===== config.mk =====
export PLATFORM = sky130hd
export DESIGN_NAME = pwrup_seq
export DESIGN_NICKNAME = d
export VERILOG_FILES = /design/src/rtl/pus_pkg.sv /design/src/rtl/pus_timer.sv /design/src/rtl/pus_fsm.sv /design/src/rtl/pus_gate.sv /design/src/rtl/pwrup_seq.sv
export SDC_FILE = /design/constraint.sdc
export NUM_CORES = 1
export LEC_CHECK = 0
export BUFFER_PORTS_ARGS = -buffer_cell sky130_fd_sc_hd__buf_2
export CORE_AREA = 2 2 63 71
export CTS_CLUSTER_SIZE = 12
export DETAILED_ROUTE_END_ITERATION = 6
export DIE_AREA = 0 0 65 73
export PLACE_DENSITY = 0.81
export SYNTH_ARGS = -nofsm -noshare
export SYNTH_HDL_FRONTEND = slang
export SYNTH_HIERARCHICAL = 1
export SYNTH_SLANG_ARGS = --single-unit

===== constraint.sdc =====
create_clock -name clk -period 2.3 [get_ports clk]
set_input_delay 0.46 -clock clk [delete_from_list [all_inputs] [get_ports clk]]
set_output_delay 0.46 -clock clk [all_outputs]
set_load 0.005 [all_outputs]

===== src/rtl/pus_pkg.sv =====
package pus_pkg;
  typedef enum logic [2:0] {
    ST_RST   = 3'd0,
    ST_CAL   = 3'd1,
    ST_DLLON = 3'd2,
    ST_LOCK  = 3'd3,
    ST_RDY   = 3'd4
  } pus_state_e;
endpackage


===== src/rtl/pus_timer.sv =====
// Cycle counter shared by all wait states; cleared on every state change,
// saturates at its maximum so a long clock-unstable wait cannot wrap.
module pus_timer #(
  parameter int W = 8
) (
  input  logic         clk,
  input  logic         rst_n,
  input  logic         clr,
  output logic [W-1:0] cnt
);
  always_ff @(posedge clk or negedge rst_n) begin
    if (!rst_n)         cnt <= '0;
    else if (clr)       cnt <= '0;
    else if (cnt != '1) cnt <= cnt + 1'b1;
  end
endmodule


===== src/rtl/pus_fsm.sv =====
module pus_fsm
  import pus_pkg::*;
#(
  parameter int W        = 8,
  parameter int RST_CYC  = 4,
  parameter int CAL_CYC  = 4,
  parameter int LOCK_CYC = 4
) (
  input  logic         clk,
  input  logic         rst_n,
  input  logic         clk_stable,
  input  logic         dll_early,
  input  logic [W-1:0] cnt,
  output pus_state_e   st,
  output logic         clr
);
  // A state lasting N cycles leaves when the count reaches N-1.
  localparam logic [W-1:0] RST_LAST  = W'(RST_CYC - 1);
  localparam logic [W-1:0] CAL_LAST  = W'(CAL_CYC - 1);
  localparam logic [W-1:0] LOCK_LAST = W'(LOCK_CYC - 1);

  pus_state_e nxt;

  always_comb begin
    nxt = st;
    unique case (st)
      ST_RST:   if (clk_stable && cnt >= RST_LAST) nxt = ST_CAL;
      ST_CAL:   if (!clk_stable)                 nxt = ST_RST;
                else if (cnt >= CAL_LAST)        nxt = dll_early ? ST_LOCK : ST_DLLON;
      ST_DLLON: nxt = clk_stable ? ST_LOCK : ST_RST;
      ST_LOCK:  if (!clk_stable)                 nxt = ST_RST;
                else if (cnt >= LOCK_LAST)       nxt = ST_RDY;
      ST_RDY:   nxt = ST_RDY;
      default:  nxt = ST_RST;
    endcase
  end

  assign clr = (nxt != st);

  always_ff @(posedge clk or negedge rst_n) begin
    if (!rst_n) st <= ST_RST;
    else        st <= nxt;
  end
endmodule


===== src/rtl/pus_gate.sv =====
// Decodes the memory control pins from the state and closes the command
// stream until initialization is complete.
module pus_gate
  import pus_pkg::*;
#(
  parameter int CMD_W = 8
) (
  input  pus_state_e       st,
  input  logic             dll_early,
  input  logic             req_valid,
  input  logic [CMD_W-1:0] req_cmd,
  input  logic             fwd_ready,
  output logic             req_ready,
  output logic             fwd_valid,
  output logic [CMD_W-1:0] fwd_cmd,
  output logic             mem_rst,
  output logic             dll_en,
  output logic             init_done
);
  logic open;

  assign open      = (st == ST_RDY);
  assign init_done = open;
  assign mem_rst   = (st == ST_RST);
  assign dll_en    = (st == ST_DLLON) || (st == ST_LOCK) || open ||
                     ((st == ST_CAL) && dll_early);

  assign fwd_valid = open && req_valid;
  assign req_ready = open && fwd_ready;
  assign fwd_cmd   = req_cmd;
endmodule


===== src/rtl/pwrup_seq.sv =====
module pwrup_seq
  import pus_pkg::*;
#(
  parameter int RST_CYC  = 50000,
  parameter int CAL_CYC  = 163840,
  parameter int LOCK_CYC = 65536,
  parameter int CMD_W    = 24
) (
  input  logic             clk,
  input  logic             rst_n,
  input  logic             clk_stable,
  input  logic             dll_early,
  input  logic             req_valid,
  output logic             req_ready,
  input  logic [CMD_W-1:0] req_cmd,
  output logic             fwd_valid,
  input  logic             fwd_ready,
  output logic [CMD_W-1:0] fwd_cmd,
  output logic             mem_rst,
  output logic             dll_en,
  output logic             init_done
);
  localparam int MAX_A = (RST_CYC > CAL_CYC) ? RST_CYC : CAL_CYC;
  localparam int MAX_C = (MAX_A > LOCK_CYC) ? MAX_A : LOCK_CYC;
  localparam int CNT_W = $clog2(MAX_C + 1) + 1;

  pus_state_e       st;
  logic             clr;
  logic [CNT_W-1:0] cnt;

  pus_timer #(.W(CNT_W)) u_timer (
    .clk(clk), .rst_n(rst_n), .clr(clr), .cnt(cnt)
  );

  pus_fsm #(
    .W(CNT_W), .RST_CYC(RST_CYC), .CAL_CYC(CAL_CYC), .LOCK_CYC(LOCK_CYC)
  ) u_fsm (
    .clk(clk), .rst_n(rst_n), .clk_stable(clk_stable), .dll_early(dll_early),
    .cnt(cnt), .st(st), .clr(clr)
  );

  pus_gate #(.CMD_W(CMD_W)) u_gate (
    .st(st), .dll_early(dll_early), .req_valid(req_valid), .req_cmd(req_cmd),
    .fwd_ready(fwd_ready), .req_ready(req_ready), .fwd_valid(fwd_valid),
    .fwd_cmd(fwd_cmd), .mem_rst(mem_rst), .dll_en(dll_en), .init_done(init_done)
  );
endmodule


* After elaboration in Yosys (flattened, before gate mapping) *
Cells that the tools add are included.

word-level totals
  register bits after elaboration = 22
  input bits = 30
  logic and storage cells = 31

operators by class
  add/subtract/negate cells = 1
  $lt $le $gt $ge = 3
  equal/unequal tests = 6
  mux-type cells = 10
  reductions and logical operators = 9

operators with widths
  operator                                                              count
  greater-or-equal comparator 19 x 16 -> 1 bit (second input constant)  2
  2-to-1 mux 19 bit                                                     2
  adder 19 x 1 -> 19 bit (second input constant)                        1
  greater-or-equal comparator 19 x 18 -> 1 bit (second input constant)  1
  inequality test 19 bit (second input constant)                        1
  2-to-1 mux 3 bit                                                      5
  one-hot mux 3 bit (5 select lines)                                    1
  equality test 3 x 2 -> 1 bit (second input constant)                  2
  logical AND 1 bit                                                     4
  equality test 3 x 1 -> 1 bit (second input constant)                  1
  equality test 3 bit (second input constant)                           1
  logical NOT 3 bit                                                     1
  logical OR 1 bit                                                      3
  inequality test 3 bit                                                 1
  2-to-1 mux 2 bit                                                      1
  nonzero test 2 bit                                                    1
  2-to-1 mux 1 bit                                                      1

* Depth between registers and ports, before layout *
Gate-level depths: netlist of run 1.

  depth in word-level cells = 6
  gate-level depth with buffers = 10

* Hierarchy *
Netlist of run 1, hierarchy kept.

by module, submodules not included
  module     instances  cells each  area an instance (µm²)
  pus_timer  1          120         1,181.1
  pus_fsm    1          42          332.8
  pus_gate   1          32          226.5

* Worst setup path before layout of run 1 *
No wires, ideal clock.

  path kind = register to register
  from = reg u_timer.cnt[2]
  to = reg u_timer.cnt[18]
  arrival = 2.342 ns
  data required time = 2.164 ns
  setup slack = -0.177 ns
  cell stages (with the launch flop) = 9
  buffers on the path = 2
  path through = dfrtp_1 -> nand4_1 -> or4_4 -> and4_4 -> o32ai_2 -> clkbuf_1 -> clkbuf_1 -> nand3b_1 -> o22ai_1

between the ends
  word-level cells in the longest chain between the ends = 6

ends and longest elaborated chain
  element                                                                     RTL line                                     source
  start, declared                                                             pus_timer.sv:9                               output logic [W-1:0] cnt
  start signal, assigned                                                      pus_timer.sv:14                              else if (cnt != '1) cnt <= cnt + 1'b1;
  greater-or-equal comparator 19 x 16 -> 1 bit, or another cell as far along  pus_fsm.sv:32                                else if (cnt >= LOCK_LAST) nxt = ST_RDY;
  2-to-1 mux 3 bit, or another cell as far along                              pus_fsm.sv:32
  2-to-1 mux 3 bit (on tied branches)                                         pus_fsm.sv:31, pus_fsm.sv:27, pus_fsm.sv:28
  one-hot mux 3 bit (5 select lines) (*)                                      pus_fsm.sv:26                                unique case (st)
  inequality test 3 bit (*)                                                   pus_fsm.sv:38                                assign clr = (nxt != st);
  via clr                                                                     pwrup_seq.sv:28                              logic clr;
  2-to-1 mux 19 bit / nonzero test 2 bit (equally long branches)              n/a

Mark *: on every way through the listed nets, which the timed path passes. The rest lies on a longest branch. The select of a mux whose other input is x is not followed.
A chain may end at the register's enable or synchronous reset.

* Final worst setup path of run 1 *
  from = reg u_timer.cnt[0]
  to = reg u_timer.cnt[5]

The elaborated chain is that of the path after synthesis.

==> impl_metrics.csv, run 1 <==
group,metric,value,unit
run_status,outcome,"complete, but fails checks",
run_status,violations,"setup timing",
setup_path,cp_data_arrival_time,2.51,ns
placement,post-dp-hpwl,2934,um
logic_synthesis,synth.area.mux_share,3.379,%
route,drt-wirelength-per-cell,16.79,um
logic_synthesis,yosysSeqAreaShare,31.63,%
finish,drive_above_1_share,39.72,%
finish,diodes,0,
cts,postCtsHoldBufs,0,
setup_path,timing.critical_path.cells,"nand4_1 -> or4_4 -> and4_4 -> o32ai_4 -> buf_6 -> nand2b_4 -> o21bai_1 -> o311ai_1",
setup_path,crit_type,"reg2reg",
floorplanning,die_w,65,um
timing,hold_viol_final,0,
timing,slew-limit-headroom,65.86,%
finish,area_delta_synth_final,17.04,%
floorplanning,dieArea,4745,um2
floorplanning,die_h,73,um
grt,grt_pass1_wl,6782,um
logic_synthesis,syn_nets,225,
power,pwr-share-comb,44.8,%
timing,holdWs,0.1438,ns
cts,cts_tree,"built",
cts,root_buffer,"clkbuf_8",
setup_path,crit_family,"simple AND/OR/NAND/NOR gates",
logic_synthesis,synth-xor-area-share,0.5032,%
logic_synthesis,ys.flop_type,"dfrtp_1",
route,dr.first_iter.drc_count,76,
placement,portBuffers,10,
timing,setup_violations,3,
logic_synthesis,syn_avg_cell_area,8.971,um2
logic_synthesis,synth_edf_count,0,
finish,nets,246,
floorplanning,core,4098,um2
logic_synthesis,netlist_area,1740,um2
cts,htree_levels,1,
logic_synthesis,yosys_register_bits,22,
setup_path,worst-path-max-fanout,6,
hold_path,hold_path_class,"in2async",
floorplanning,io-pin-count,59,
logic_synthesis,syn_inst,194,
logic_synthesis,synth_top_area_share,31.63,%
power,switching_share,36.71,%
logic_synthesis,ys_types,56,
route,drc,0,
job,cap_violations,0,
power,p_per_area,737.2,nW/um2
floorplanning,rows,25,
timing,fmax,421.9,MHz
setup_path,critPathRequiredTime,2.44,ns
logic_synthesis,synthTopCellsByArea,"dfrtp_1, buf_4, a21oi_1",
floorplanning,initial_core_util,42.47,%
timing,maxSlewViolCount,0,
logic_synthesis,yosys-top-cells-count,"buf_4, dfrtp_1, a21oi_1, nor2_1, nand3_1",
cts,cts.sinks,22,
timing,clock_skew,0.006128,ns
setup_path,slowest_stage,"or4_4",
logic_synthesis,synthAdderAreaFrac,0.7189,%
power,p_switching,551.3,uW
power,pwr-share-seq,35.7,%
logic_synthesis,yosys.area.top_type,"dfrtp_1",
setup_path,crit_buf_inv,1,
logic_synthesis,synth_top_family_by_area,"simple AND/OR/NAND/NOR gates",
setup_path,endpoint_kind,"flop",
logic_synthesis,synth-compound-area-share,16.18,%
timing,fin_crit,2.370,ns
route,drt-vias-per-instance,5.963,
power,power.leakage,0.0009118,uW
placement,gp_congestion,0.8633,
timing,rsz0062_at_grt,"yes",
logic_synthesis,synth_warnings,6,
setup_path,startpoint_type,"flop",
finish,post-route-util,49.71,%
finish,nFillCells,376,
logic_synthesis,synth_most_common_cell,"buf_4",
route,routed_wl,4499,um
power,pwr-share-clk,19.5,%
cts,clk_pin_slew,0.09,ns
cts,numCtsBuffers,3,
setup_path,cp_slowest_stage_delay,0.58,ns
power,ir_drop,0.0004634,V
route,drt_first_pass_iters,4,
timing,min_period_over_period,103.0,%
logic_synthesis,synth-simple-area-share,33.57,%
grt,grt.overflow.total,0,
grt,grt_usage,18.32,%
power,p_int,950.5,uW
route,vias,1598,
logic_synthesis,synth-async-reset-ratio,100.0,%
power,total_power,1502,uW
timing,fin_ws,-0.07011,ns
grt,grt_max_degree,23,
cts,clkLatencyLatePin,0.27,ns
route,antenna_left,0,
grt,grt_antenna_before_repair,0,
cts,clk_path_buf_depth,2,
timing,worstMarginPinSlew,0.5121,ns
grt,grt_pass1_vias,1489,
[area by class of cell]
cell class | instances | area [um2] | share of cell area (%)
repair buffers | 47 | 332.8 | 16.34
flip-flops and latches | 22 | 555.5 | 27.27
well taps | 54 | 67.56 | 3.317
multi-input cells | 136 | 1007 | 49.45
inverters | 5 | 18.77 | 0.9214
clock buffers | 4 | 55.05 | 2.703
[flip-flops by register name (all words and copies together) (netlist names)]
register     cells
u_timer/cnt     19
u_fsm/st         3
[kinds of logic after synthesis]
| family | Yosys count |
|---|---|
| flops | 22 |
| simple gates | 88 |
| mux | 5 |
| buf+inv | 36 |
| xor+xnor | 1 |
| compound gates | 41 |
| fa+ha+maj | 1 |
[path summary, 6_finish.rpt]
check | start | end | slack (ns) | cells past startpoint
worst max-delay path | u_timer/cnt[0]$_DFFE_PN0P_ | u_timer/cnt[5]$_DFFE_PN0P_ | -0.07 | 8
worst min register to register | u_fsm/st[2]$_DFF_PN0_ | u_fsm/st[2]$_DFF_PN0_ | 0.64 | 1
min in group clk | dll_early | u_fsm/st[0]$_DFF_PN0_ | 0.49 | 3
worst max register to register | u_timer/cnt[0]$_DFFE_PN0P_ | u_timer/cnt[5]$_DFFE_PN0P_ | -0.07 | 8
max in group asynchronous | rst_n | u_timer/cnt[15]$_DFFE_PN0P_ | 1.78 | 1
worst min-delay path | rst_n | u_timer/cnt[10]$_DFFE_PN0P_ | 0.14 | 1
[per-stage QoR]
stage,setup TNS (ns),cell area (um2),setup slack (ns),std cells
2_1_floorplan,0,1743,0.002235,194
3_3_place_gp,0,1821,0.03256,252
3_5_place_dp,-0.08972,1821,-0.05796,252
4_1_cts,-0.02449,1911,-0.01499,260
5_1_grt,-0.7617,2037,-0.1429,268
6_report,-0.1033,2037,-0.07011,268
[per-layer routing]
layer / track usage (%) / vias to the layer above / part of all wire, %
met4: 8.274 / 0 / 1.7
met5: 0 / - / 0
met2: 33.56 / 47 / 53
met1: 20.68 / 802 / 41
met3: 3.086 / 8 / 4.4
li1: - / 741 / -
[power groups by stage]
stage               clock network (uW)  logic (uW)  registers (uW)
floorplan                            0         312             576
global placement                     0         530             535
detailed placement                   0         556             538
CTS                                290         569             531
global route                       300         728             545
finish                             292         673             536
[layout by cell type, fill, tap and decap left out, types with 5 or more instances in the layout]
| cell type | count |
|---|---|
| buf_4 | 34 |
| nor2_1 | 11 |
| dfrtp_1 | 18 |
| nand3_1 | 9 |
| nor3_1 | 6 |
| buf_2 | 11 |
| inv_1 | 5 |
| a21oi_1 | 14 |
| nor2b_1 | 5 |
| nand4_1 | 6 |
| nand2_1 | 7 |
[what timing repair did]
| item | CTS | global route |
|---|---|---|
| cloned | 0 | 2 |
| setup buffers | 4 | 6 |
| endpoints found under the setup margin | 5 | 10 |
| pin swaps | 0 | 8 |
| gates resized for setup | 2 | 18 |
(Power assumes the default switching activity.)
==> run 2, diff against run 1 <==
Settings changed: CTS_BUF_LIST from default to sky130_fd_sc_hd__clkbuf_16, PLACE_DENSITY 0.81 to 0.73.
Clock period 2.3 ns to 2 ns, I/O delays scaled along.
==> impl_metrics.csv, run 2 (synthesis gave the netlist of run 1 again) <==
group,metric,value,unit
cts,postCtsHoldBufs,0,
floorplanning,die_h,73,um
grt,grt_max_degree,25,
power,power.leakage,0.001044,uW
setup_path,critPathRequiredTime,2.13,ns
placement,gp_congestion,0.8650,
timing,holdWs,0.1129,ns
power,ir_drop,0.0005682,V
route,drc,0,
route,drt-vias-per-instance,5.940,
setup_path,cp_data_arrival_time,2.43,ns
cts,clk_path_buf_depth,2,
timing,clock_skew,0.004326,ns
hold_path,hold_path_class,"in2async",
finish,regMostFlops,"u_timer/cnt",
cts,numCtsBuffers,3,
power,pwr-share-comb,42.4,%
finish,largest_register_ffs,19,
finish,post-route-util,56.73,%
grt,grt.overflow.total,0,
placement,portBuffers,10,
power,pwr-share-seq,29.7,%
timing,hold_viol_final,0,
run_status,violations,"setup timing",
power,pwr-share-clk,27.9,%
timing,maxSlewViolCount,0,
setup_path,crit_cells,10,
timing,fin_crit,2.294,ns
finish,most-common-layout-cells,"buf_4, dfrtp_1, buf_2, nor2_1, nand3_1",
timing,fmax,435.8,MHz
timing,slew-limit-headroom,64.64,%
finish,area_delta_synth_final,33.57,%
setup_path,cp_slowest_stage_delay,0.54,ns
timing,worstMarginPinSlew,0.5304,ns
setup_path,worstRegToRegCells,10,
finish,nets,260,
finish,drive_above_1_share,47.37,%
setup_path,worst-path-max-fanout,8,
power,p_switching,670.0,uW
finish,reg_top3,"u_timer/cnt: 19 flops, u_fsm/st: 3 flops",
placement,post-dp-hpwl,3024,um
power,p_int,1371,uW
setup_path,crit_buf_inv,3,
setup_path,endpoint_kind,"flop",
floorplanning,initial_core_util,42.47,%
finish,final_cells,282,
cts,cts_tree,"built",
setup_path,timing.critical_path.cells,"nand4_4 -> or4_4 -> and4_4 -> o32ai_4 -> buf_6 -> clkbuf_16 -> buf_12 -> nor2_1 -> nand4_1 -> nand3b_1",
cts,root_buffer,"clkbuf_16",
grt,grt_pass1_wl,6775,um
floorplanning,rows,25,
setup_path,r2r_slack,-0.29,ns
finish,layout_commonest_cell,"buf_4",
setup_path,slowest_stage,"or4_4",
timing,setup_violations,19,
power,p_per_area,878.0,nW/um2
finish,nFillCells,342,
job,cap_violations,0,
route,routed_wl,5003,um
route,vias,1675,
timing,rsz0062_at_grt,"yes",
grt,grt_usage,17.98,%
cts,clk_pin_slew,0.06,ns
grt,grt_antenna_before_repair,0,
grt,grt_pass1_vias,1469,
floorplanning,core,4098,um2
route,dr.first_iter.drc_count,95,
timing,fin_ws,-0.2944,ns
cts,clkLatencyLatePin,0.26,ns
setup_path,crit_type,"reg2reg",
run_status,outcome,"complete, but fails checks",
floorplanning,die_w,65,um
route,drt_first_pass_iters,4,
floorplanning,dieArea,4745,um2
setup_path,startpoint_type,"flop",
finish,diodes,0,
power,switching_share,32.82,%
route,drt-wirelength-per-cell,17.74,um
cts,cts.sinks,22,
route,antenna_left,0,
setup_path,crit_family,"simple AND/OR/NAND/NOR gates",
timing,min_period_over_period,114.7,%
floorplanning,io-pin-count,59,
cts,htree_levels,1,
placement,dp_cells,264,
[run 2: changes by cell type in the layout (fill, tap and decap cells not counted), sizes merged]
cell    previous run  this run
bufinv             0         1
buf               47        59
clkbuf             4         5
[run 2: layout make-up]
cell class / instances / area [um2] / share of cell area, %
Inverter: 5 / 18.77 / 0.8073
Clock inverter: 1 / 30.03 / 1.292
Multi-Input combinational cell: 136 / 1070 / 46.02
Sequential cell: 22 / 551.8 / 23.74
Tap cell: 54 / 67.56 / 2.906
Timing Repair Buffer: 61 / 511.7 / 22.01
Clock buffer: 3 / 75.07 / 3.229
[run 2: through the flow]
stage | setup WS, ns | power [uW] | area, um2 | TNS [ns]
after floorplan | -0.1560 | 1031 | 1770 | -1.596
after global placement | -0.1820 | 1275 | 1938 | -1.594
after detailed placement | -0.2110 | 1293 | 1938 | -1.794
after CTS | -0.2357 | 1881 | 2052 | -2.072
after global routing | -0.3840 | 2142 | 2325 | -5.411
final | -0.2944 | 2041 | 2325 | -4.085
[run 2: routing by layer]
| layer | track usage (%) | vias to the layer above | share of wire [%] | wire length [um] |
|---|---|---|---|---|
| met3 | 1.543 | 19 | 6.3 | 313 |
| met5 | 0 | - | 0 | 0 |
| met2 | 31.62 | 70 | 51 | 2535 |
| met4 | 6.147 | 0 | 3.7 | 184 |
| li1 | - | 770 | - | - |
| met1 | 23.16 | 816 | 39 | 1970 |
[run 2: final timing paths]
kind	start	end
worst max-delay path	u_timer/cnt[13]$_DFFE_PN0P_	u_timer/cnt[4]$_DFFE_PN0P_
worst max register to register	u_timer/cnt[13]$_DFFE_PN0P_	u_timer/cnt[4]$_DFFE_PN0P_
max in group asynchronous	rst_n	u_timer/cnt[7]$_DFFE_PN0P_
worst min register to register	u_fsm/st[2]$_DFF_PN0_	u_fsm/st[1]$_DFF_PN0_
worst min-delay path	rst_n	u_timer/cnt[0]$_DFFE_PN0P_
min in group clk	dll_early	u_fsm/st[0]$_DFF_PN0_
[run 2: power by group through the flow]
stage | clock network (uW) | registers, uW | logic [uW]
global route | 596 | 613 | 932
global placement | 0 | 610 | 665
floorplan | 0 | 664 | 367
detailed placement | 0 | 612 | 681
CTS | 579 | 604 | 698
finish | 570 | 606 | 865
[run 2: worst register-to-register path: cells and delay by family (launching register included)]
kind	cells	cell delay, ns
buffers and inverters	3	0.41
DFF	1	0.41
and+or+nand+nor	6	1.05
AOI/OAI and AO/OA	1	0.28
[run 2: what timing repair did]
action / CTS / global route
cloned: 0 / 2
pin swaps: 1 / 16
buffers inserted: 0 / 12
endpoints found under the setup margin: 15 / 19
gates resized for setup: 2 / 24
==> run 3, diff against run 2 <==
Settings changed: PLACE_DENSITY 0.73 to 0.84.
==> impl_metrics.csv, run 3 (synthesis gave the netlist of run 1 again) <==
group,metric,value,unit
job,cap_violations,0,
placement,dp_cells,261,
timing,maxSlewViolCount,0,
run_status,outcome,"complete, but fails checks",
timing,setup_violations,19,
timing,slew-limit-headroom,61.87,%
route,drc,0,
finish,post-route-util,55.18,%
setup_path,crit_type,"reg2reg",
timing,rsz0062_at_grt,"yes",
grt,grt_antenna_before_repair,0,
setup_path,worstRegToRegCells,9,
route,drt-vias-per-instance,5.770,
floorplanning,initial_core_util,42.47,%
hold_path,hold_path_class,"in2async",
grt,grt_usage,20.22,%
run_status,violations,"setup timing",
finish,reg_top3,"u_timer/cnt: 19 flops, u_fsm/st: 3 flops",
setup_path,endpoint_kind,"flop",
grt,grt_pass1_vias,1560,
finish,most-common-layout-cells,"buf_4, dfrtp_1, a21oi_1",
timing,min_period_over_period,116.9,%
setup_path,slowest_stage,"or4_4",
finish,final_cells,283,
cts,clk_pin_slew,0.06,ns
route,antenna_left,0,
route,routed_wl,4739,um
floorplanning,core,4098,um2
floorplanning,die_w,65,um
power,power.leakage,0.001033,uW
finish,nets,261,
cts,cts.sinks,22,
timing,hold_viol_final,0,
grt,grt_use_met2,35.40,%
grt,grt_max_degree,23,
timing,fin_ws,-0.3374,ns
grt,grt_pass1_wl,7286,um
setup_path,r2r-start,"u_timer/cnt[6]$_DFFE_PN0P_",
grt,grt_util_met1,22.64,%
placement,post-dp-hpwl,2983,um
setup_path,startpoint_type,"flop",
finish,area_delta_synth_final,29.91,%
setup_path,critPathRequiredTime,2.15,ns
finish,drive_above_1_share,44.98,%
setup_path,timing.critical_path.cells,"nand4_1 -> or4_4 -> and4_4 -> o32ai_4 -> buf_6 -> buf_12 -> buf_12 -> nor2b_1 -> mux2_4",
floorplanning,die_h,73,um
floorplanning,rows,25,
timing,clock_skew,0.003855,ns
grt,grt.met3_usage,4.784,%
setup_path,rr_endpoint,"u_timer/cnt[14]$_DFFE_PN0P_",
floorplanning,io-pin-count,59,
setup_path,crit_family,"simple AND/OR/NAND/NOR gates",
grt,grt_busiest_layer,"met2",
finish,regMostFlops,"u_timer/cnt",
route,vias,1633,
finish,diodes,0,
timing,fin_crit,2.337,ns
cts,clk_path_buf_depth,2,
cts,numCtsBuffers,3,
setup_path,crit_buf_inv,3,
cts,root_buffer,"clkbuf_16",
finish,multi_input_area,1046,um2
timing,holdWs,0.1120,ns
finish,fin_area,2261,um2
placement,postPlaceCellArea,1903,um2
placement,gp_congestion,0.8812,
timing,worstMarginPinSlew,0.5667,ns
setup_path,worst-path-max-fanout,4,
floorplanning,dieArea,4745,um2
cts,clkLatencyLatePin,0.26,ns
power,p_per_area,856.1,nW/um2
cts,cts_tree,"built",
power,ir_drop,0.0006156,V
placement,portBuffers,10,
finish,layout_commonest_cell,"buf_4",
setup_path,r2r_slack,-0.34,ns
route,drt-wirelength-per-cell,16.75,um
cts,htree_levels,1,
timing,fmax,427.8,MHz
route,drt_first_pass_iters,4,
setup_path,crit_top_cell,"buf_12",
grt,grt.overflow.total,0,
setup_path,cp_slowest_stage_delay,0.55,ns
finish,seq_area,554.3,um2
finish,nFillCells,368,
setup_path,cp_data_arrival_time,2.48,ns
route,dr.first_iter.drc_count,102,
finish,largest_register_ffs,19,
[run 3: what timing repair did]
action | in CTS | in global routing
endpoints found under the setup margin | 15 | 19
hold buffers | 0 | 0
hold endpoints to repair | 0 | 0
pin swaps | 1 | 5
buffers inserted | 8 | 9
resized for setup | 8 | 21
cloned | 1 | 0
[run 3: report_power, final]
part           switching [uW]  total (uW)  internal, uW
sequential               77.5         615           537
combinational             417         880           462
clock                     174         441           268
total                     669        1940          1270
[run 3: how the worst max path moves through the flow]
stage | start | to | slack (ns) | depth (start not counted)
finish | u_timer/cnt[6]$_DFFE_PN0P_ | u_timer/cnt[14]$_DFFE_PN0P_ | -0.34 | 9
global route | u_timer/cnt[1]$_DFFE_PN0P_ | u_timer/cnt[2]$_DFFE_PN0P_ | -0.49 | 11
CTS | u_timer/cnt[15]$_DFFE_PN0P_ | u_timer/cnt[2]$_DFFE_PN0P_ | -0.23 | 10
detailed placement | u_timer/cnt[9]$_DFFE_PN0P_ | u_timer/cnt[5]$_DFFE_PN0P_ | -0.25 | 8
global placement | u_timer/cnt[9]$_DFFE_PN0P_ | u_timer/cnt[2]$_DFFE_PN0P_ | -0.15 | 9
floorplan | u_timer/cnt[11]$_DFFE_PN0P_ | u_timer/cnt[5]$_DFFE_PN0P_ | -0.16 | 8
[run 3: per-layer routing]
metal,routed length [um],vias up,part of all wire [%]
met4,100,0,2.1
met3,230,10,4.9
met5,0,-,0
li1,-,766,-
met1,1884,803,40
met2,2523,54,53
[run 3: area by class of cell]
class | instances | share of cell area [%]
clock inverter | 1 | 0.1660
sequential | 22 | 24.52
tap | 54 | 2.988
multi-input combinational | 136 | 46.26
timing repair buffer | 62 | 21.91
inverter | 5 | 0.8301
clock buffer | 3 | 3.320
[run 3: worst register-to-register path, stage by stage, from the launching register on]
cell and delay [ns]:
dfrtp_1 0.41, nand4_1 0.11, or4_4 0.55, and4_4 0.22, o32ai_4 0.29, buf_6 0.16
buf_12 0.10, buf_12 0.09, nor2b_1 0.04, mux2_4 0.25
[run 3: metrics by stage]
| step | setup slack (ns) | total power (uW) | TNS, ns |
|---|---|---|---|
| after global placement | -0.1453 | 1236 | -1.083 |
| after CTS | -0.2273 | 1788 | -2.640 |
| after detailed placement | -0.2459 | 1271 | -2.154 |
| final | -0.3374 | 1936 | -3.877 |
| after floorplan | -0.1560 | 1031 | -1.596 |
| after global routing | -0.4888 | 2032 | -6.369 |
